`config.mk`:
```
export PLATFORM = sky130hd
export DESIGN_NAME = vnu_node
export DESIGN_NICKNAME = d
export VERILOG_FILES = /design/src/rtl/vnu_pkg.sv /design/src/rtl/vnu_sum.sv /design/src/rtl/vnu_zforce.sv /design/src/rtl/vnu_node.sv
export SDC_FILE = /design/constraint.sdc
export NUM_CORES = 1
export LEC_CHECK = 0
export CAP_MARGIN = 20
export CORE_AREA = 5 5 114 116
export CTS_CLUSTER_DIAMETER = 100
export DETAILED_ROUTE_END_ITERATION = 7
export DIE_AREA = 0 0 119 121
export HOLD_SLACK_MARGIN = 0.06
export PLACE_DENSITY = 0.92
export SYNTH_ARGS = -nofsm -noshare
export SYNTH_HDL_FRONTEND = slang
export SYNTH_HIERARCHICAL = 1
export SYNTH_SLANG_ARGS = --single-unit
```
`constraint.sdc`:
```
create_clock -name clk -period 4 [get_ports clk]
set_input_delay 0.8 -clock clk [delete_from_list [all_inputs] [get_ports clk]]
set_output_delay 0.8 -clock clk [all_outputs]
set_load 0.02 [all_outputs]
```
`src/rtl/vnu_pkg.sv`:
```
package vnu_pkg;

    // Control states of the node unit.
    typedef enum logic [0:0] {
        ST_IDLE = 1'b0,
        ST_DONE = 1'b1
    } vnu_state_e;

endpackage

```
`src/rtl/vnu_sum.sv`:
```
// Saturating total and per-edge extrinsic sums of the node's inputs.
module vnu_sum #(
    parameter int W   = 7,
    parameter int DEG = 4
) (
    input  logic [W-1:0]     ch,
    input  logic [DEG*W-1:0] c2v_bus,
    input  logic [DEG-1:0]   valid,
    output logic [W-1:0]     app_sat,
    output logic [DEG*W-1:0] ext_bus
);
    // Wide enough for DEG+1 full-scale terms plus a sign.
    localparam int SW = W + $clog2(DEG + 1) + 1;
    localparam logic signed [SW-1:0] POS_LIM = SW'((2 ** (W - 1)) - 1);
    localparam logic signed [SW-1:0] NEG_LIM = -POS_LIM;

    function automatic logic [W-1:0] clamp(input logic signed [SW-1:0] v);
        if (v > POS_LIM)      return POS_LIM[W-1:0];
        else if (v < NEG_LIM) return NEG_LIM[W-1:0];
        else                  return v[W-1:0];
    endfunction

    logic signed [SW-1:0] term [DEG];
    logic signed [SW-1:0] total;

    for (genvar e = 0; e < DEG; e++) begin : g_term
        assign term[e] = valid[e] ? SW'($signed(c2v_bus[e*W +: W])) : '0;
    end

    always_comb begin
        total = SW'($signed(ch));
        for (int e = 0; e < DEG; e++) begin
            total = total + term[e];
        end
    end

    assign app_sat = clamp(total);

    // Extrinsic value = full sum minus own edge, exact before clamping.
    for (genvar e = 0; e < DEG; e++) begin : g_ext
        assign ext_bus[e*W +: W] = valid[e] ? clamp(total - term[e]) : '0;
    end

endmodule

```
`src/rtl/vnu_zforce.sv`:
```
// Replaces weak per-edge messages with zero.
module vnu_zforce #(
    parameter int W   = 7,
    parameter int DEG = 4
) (
    input  logic [DEG*W-1:0] msg_in,
    input  logic [W-1:0]     thr,
    output logic [DEG*W-1:0] msg_out
);
    for (genvar e = 0; e < DEG; e++) begin : g_edge
        logic [W-1:0] val;
        logic [W-1:0] mag;
        assign val = msg_in[e*W +: W];
        assign mag = val[W-1] ? W'(-val) : val;
        assign msg_out[e*W +: W] = (mag < thr) ? '0 : val;
    end

endmodule

```
`src/rtl/vnu_node.sv`:
```
module vnu_node
    import vnu_pkg::*;
#(
    parameter int W   = 7,
    parameter int DEG = 4
) (
    input  logic             clk,
    input  logic             rst_n,
    input  logic             start,
    input  logic             first_iter,
    input  logic             reactivate,
    input  logic [W-1:0]     llr_ch,
    input  logic [DEG*W-1:0] c2v_in,
    input  logic [DEG-1:0]   edge_en,
    input  logic [W-1:0]     deact_thr,
    input  logic [W-1:0]     zero_thr,
    output logic [W-1:0]     app_llr,
    output logic [DEG*W-1:0] v2c_out,
    output logic             deact,
    output logic             done
);
    localparam int BUS_W = DEG * W;

    vnu_state_e state_q, state_d;

    logic [W-1:0]     app_sum;
    logic [BUS_W-1:0] ext_raw;
    logic [BUS_W-1:0] ext_forced;
    logic [BUS_W-1:0] init_bus;
    logic [W-1:0]     app_mag;
    logic             skip;

    vnu_sum #(.W(W), .DEG(DEG)) i_sum (
        .ch      (llr_ch),
        .c2v_bus (c2v_in),
        .valid   (edge_en),
        .app_sat (app_sum),
        .ext_bus (ext_raw)
    );

    vnu_zforce #(.W(W), .DEG(DEG)) i_zf (
        .msg_in  (ext_raw),
        .thr     (zero_thr),
        .msg_out (ext_forced)
    );

    for (genvar e = 0; e < DEG; e++) begin : g_init
        assign init_bus[e*W +: W] = edge_en[e] ? llr_ch : '0;
    end

    assign app_mag = app_llr[W-1] ? W'(-app_llr) : app_llr;
    assign skip    = (app_mag >= deact_thr);

    // State register.
    always_ff @(posedge clk or negedge rst_n) begin
        if (!rst_n) state_q <= ST_IDLE;
        else        state_q <= state_d;
    end

    always_comb begin
        state_d = state_q;
        unique case (state_q)
            ST_IDLE: state_d = start ? ST_DONE : ST_IDLE;
            ST_DONE: state_d = start ? ST_DONE : ST_IDLE;
            default: state_d = ST_IDLE;
        endcase
    end

    assign done = (state_q == ST_DONE);

    // Output registers.
    always_ff @(posedge clk or negedge rst_n) begin
        if (!rst_n) begin
            app_llr <= '0;
            v2c_out <= '0;
            deact   <= 1'b0;
        end else if (start) begin
            if (first_iter) begin
                app_llr <= llr_ch;
                v2c_out <= init_bus;
                deact   <= 1'b0;
            end else if (skip) begin
                deact   <= 1'b1;
            end else begin
                app_llr <= app_sum;
                v2c_out <= ext_forced;
                deact   <= 1'b0;
            end
        end else if (reactivate) begin
            deact <= 1'b0;
        end
    end

    // done follows each sampled strobe, and only then.
    a_r2_done_follows_start: assert property (@(posedge clk) disable iff (!rst_n)
        start |=> done);
    a_r2_no_spurious_done: assert property (@(posedge clk) disable iff (!rst_n)
        !start |=> !done);

    // the first iteration loads the channel LLR.
    a_r1_init_load: assert property (@(posedge clk) disable iff (!rst_n)
        (done && $past(first_iter)) |-> (app_llr == $past(llr_ch) && !deact));

    // a skipped update holds the outputs.
    a_r4_hold_when_skipped: assert property (@(posedge clk) disable iff (!rst_n)
        (done && deact) |-> ($stable(app_llr) && $stable(v2c_out)));

    // reactivate clears the skip flag.
    a_r10_reactivate_clears: assert property (@(posedge clk) disable iff (!rst_n)
        (reactivate && !start) |=> !deact);

    // the asymmetric code never leaves the unit.
    a_r7_no_min_code: assert property (@(posedge clk) disable iff (!rst_n)
        app_llr != {1'b1, {(W-1){1'b0}}});

    for (genvar e = 0; e < DEG; e++) begin : g_chk
        logic [W-1:0] o_val;
        logic [W-1:0] o_mag;
        assign o_val = v2c_out[e*W +: W];
        assign o_mag = o_val[W-1] ? W'(-o_val) : o_val;

        // surviving messages reach the zero-forcing threshold.
        a_r8_weak_zeroed: assert property (@(posedge clk) disable iff (!rst_n)
            (done && !deact && !$past(first_iter)) |-> (o_mag == '0 || o_mag >= $past(zero_thr)));

        // disabled edges send nothing.
        a_r9_disabled_edge_zero: assert property (@(posedge clk) disable iff (!rst_n)
            (done && !deact && !$past(edge_en[e])) |-> (o_val == '0));
    end

endmodule

```
==> results of run 1 <==
-- cells by family after synthesis --
group	count (synthesis)	share of synthesized area (%)
mux	11	1.55
buf+inv	117	6.79
flops	37	12.9
xor+xnor	62	7.66
simple gates	325	23.4
compound gates	257	25.4
fa+ha+maj	113	22.3
-- synthesized netlist by cell type, drive strengths merged (8+ instances only) --
cell	count
a21oi	97
inv	96
ha	88
nor2	81
nand2	78
nor2b	61
xnor2	52
o21ai	39
dfrtp	37
a31oi	31
fa	25
nor3	18
nand2b	17
nand3	14
o31ai	12
o21a	11
buf	10
clkbuf	10
mux2i	10
xor2	10
a21boi	9
and2	9
or3	8
-- metrics by stage --
stage | setup slack, ns | instances | area (sq um) | TNS (ns) | utilization (%)
after floorplan | -3.24 | 922 | 7530 | -91.32 | -
after global placement | -4.26 | 1378 | 10300 | -127.91 | 87.1
after detailed placement | -4.82 | 1378 | 10300 | -145.35 | 87.1
==> results.yml, run 1 <==
clock_tree:
  postCtsSetupBuffers: 59
  htreeDepth: 2
  cts_buffer_depth: 2
  cts_hold_buf: 0
  cts_inserted_buffers: 5
  cts-root-buf: "clkbuf_16"
  cts-resized-gates: 217
  cts.sinks: 37
die:
  die_x_microns: 119
  start_util_pct: 60.8
  die_h_microns: 121
  rows: 40
  io_pins: 95
synth:
  ys_seq_area_share_pct: 12.9
  synth_edf_count: 0
  ys_warn_count: 6
  synthCells: 922
  yosys.area.top_type_share_pct: 15.3
  yosys.area.top_type: "ha_1"
  synth_flop_cell: "dfrtp_1"
  synthArstFlopShare_pct: 100
  syn_area_per_cell_sq_um: 7.79
  synth-seq-cells: 37
  synthesis.area_sq_um: 7180
  synthTopCellsByArea: "ha_1 15%, dfrtp_1 13%, fa_1 7.0%"
  synth_nets: 1093
  yosys.cell_types.count: 78
placement:
  place_congestion: 0.997
  dpl.hpwl_microns: 23900
  numPortBuffers: 94
status:
  lastStage: "clock tree synthesis (4_1_cts)"
  error_line: "[ERROR DPL-0033] detailed placement checks failed during check placement."
  run_status: "did not finish"
==> inputs of run 2 (changes only) <==
Settings changed: CORE_AREA 5 5 114 116 to 5 5 141 143, CTS_CLUSTER_DIAMETER 100 to default, DIE_AREA 0 0 119 121 to 0 0 146 148, HOLD_SLACK_MARGIN 0.06 to default, PLACE_DENSITY 0.92 to default, PLACE_DENSITY_LB_ADDON from default to 0.15.
==> run 2 against run 1 <==
The flow now finishes, with violations (negative setup slack); area after synthesis unchanged; synthesized cell count unchanged.
==> results.yml, run 2 <==
detailed_routing:
  wl_per_cell_microns: 16.2
  vias_per_cell: 5.11
  ant_nets: 0
  routed_wl_microns: 26000
  vias: 8193
  remaining_drc_errors: 0
  drt_iter0_drc: 346
  first_pass_iters: 4
sta:
  finClkSkew_ns: 0.00519
  setup_viol: 35
  tightest_slew_ns: 0.829
  fin_crit_sh_pct: 189
  slew_headroom_pct: 44.7
  hold_violations: 0
  fin_crit_ns: 7.54
  layout_setup_ws_ns: -3.54
  timing.fmax_ghz: 0.133
  rsz0062_at_grt: "yes"
  slew_viol_final: 0
  timing.hold.ws_ns: 0.495
hold_path:
  min_path_type: "flop to flop"
  whs_path_depth: 1
  min_from: "deact"
setup_path:
  start_kind: "input port"
  critPathSlowestCell: "or4_4"
  worst_r2r_path_depth: 10
  cp.required_ns: 4.15
  cp_common_cell: "buf_4"
  critPathKind: "input port to flop"
  crit_start: "llr_ch[4]"
  r2r_start: "app_llr[0]"
  rrSetupSlack_ns: 1.28
  max_stage_delay_ns: 0.61
  path_max_fanout: 7
  cp-end-kind: "flop"
  cp.arrival_ns: 7.69
synth:
  ys_warn_count: 6
  synth_simple_gate_area_share_pct: 23.4
  ys_seq_area_share_pct: 12.9
  synthesis.area_sq_um: 7180
  synth_commonest_cells: "96 x inv_1, 88 x ha_1, 81 x nor2_1"
  synth-seq-cells: 37
  synth_top_family_by_area: "compound AO/OA/AOI/OAI gates"
  synthCells: 922
  synthAdderAreaFrac_pct: 22.3
  synth_flop_cell: "dfrtp_1"
  synth-compound-area-share_pct: 25.4
  syn_area_per_cell_sq_um: 7.79
  synthTopCellsByArea: "ha_1 15%, dfrtp_1 13%, fa_1 7.0%"
  yosys.area.top_type: "ha_1"
  synth_nets: 1093
  synth.most_common_cell: "inv_1"
  synthMuxAreaShare_pct: 1.55
  yosys.cell_types.count: 78
  yosys.area.top_type_share_pct: 15.3
  synth_edf_count: 0
  synth_xor_area_share_pct: 7.66
  synthArstFlopShare_pct: 100
grt:
  grt_pass1_wl_microns: 40700
  grt_max_degree: 71
  antenna_found_initial: 0
  grtUsageTotal_pct: 22.7
  globalRouteOverflowTotal: 0
  grt_pass1_vias: 8150
die:
  core_area_sq_um: 18500
  die_h_microns: 148
  die_x_microns: 146
  die-area_sq_um: 21600
  start_util_pct: 38.9
  rows: 50
  io_pins: 95
placement:
  dpl.hpwl_microns: 19300
  place_congestion: 0.877
  placed_area_sq_um: 10500
  numPortBuffers: 94
final_layout:
  nNetsFinal: 1541
  layout_commonest_cell: "buf_4"
  mostFrequentLayoutCells: "345 x buf_4, 76 x nor2_1, 74 x inv_1"
  diodes: 0
  top_regs: "v2c_out: 28 flops, app_llr: 7 flops"
  fin_util_pct: 67.7
  regMostFlops: "v2c_out"
  design_area_sq_um: 12500
  drive_above_1_share_pct: 46.4
  area_growth_pct: 73.9
  largest_reg_flops: 28
clock_tree:
  cts_buffer_depth: 2
  cts.sinks: 37
  worstSkewPairLatency_ns: 0.28
  cts_tree: "built"
  cts-root-buf: "clkbuf_16"
  htreeDepth: 2
  cts_inserted_buffers: 5
  path_clk_slew_ns: 0.05
run:
  max_cap_violations: 0
status:
  violations: "negative setup slack"
  run_status: "finished, violations left"
==> run 2: cell type report <==
class | count | area [sq um]
Timing Repair Buffer | 461 | 3750
Sequential cell | 37 | 926
Multi-Input combinational cell | 768 | 7010
Tap cell | 234 | 293
Clock buffer | 7 | 143
Inverter | 97 | 368
Fill cell | 1456 | 5970
==> run 2: path summary, 6_finish.rpt <==
path / endpoint
max in group asynchronous: v2c_out[22]
worst min register to register: deact
min in group asynchronous: v2c_out[7]
worst max-delay path: v2c_out[16]
worst min-delay path: deact
worst max register to register: v2c_out[19]
==> run 2: logic make-up after synthesis <==
group	after synthesis
and+or+nand+nor	325
AOI/OAI and AO/OA	257
buffers and inverters	117
adders and majority gates	113
xor gates and xnor gates	62
DFF	37
muxes	11
==> run 2: metal layers <==
layer	share of wire [%]	global-route usage [%]
met1	45	29.2
met2	50	40.8
met3	3.2	2.39
met4	2.2	5.41
met5	0	0
==> run 2: per-stage QoR <==
stage / setup WS (ns) / setup TNS, ns / cells
3_5_place_dp: -4.38 / -133.26 / 1476
5_1_grt: -3.96 / -114.70 / 1604
6_report: -3.54 / -103.90 / 1604
4_1_cts: -3.49 / -100.24 / 1587
3_3_place_gp: -4.32 / -130.55 / 1476
2_1_floorplan: -3.24 / -91.32 / 922
==> run 2: worst max-delay path, delay by kind of cell <==
kind / cells / cell delay, ns
buffers and inverters: 13 / 1.55
adder cells (fa/ha/maj): 5 / 1.97
AND/OR/NAND/NOR: 8 / 1.86
AO/OA/AOI/OAI: 9 / 1.33
XOR/XNOR: 1 / 0.18
==> run 2: timing repair <==
| action | 4_1_cts | 5_1_grt |
|---|---|---|
| endpoints found under the setup margin | 35 | 35 |
| pin swaps | 107 | 86 |
| hold buffers | 0 | 0 |
| buffers inserted | 105 | 21 |
| gates resized for setup | 159 | 113 |
Power of run 2 is left out: the tool's default activity adds up to more than one toggle a clock period on the data nets, which glitch-free logic cannot reach.
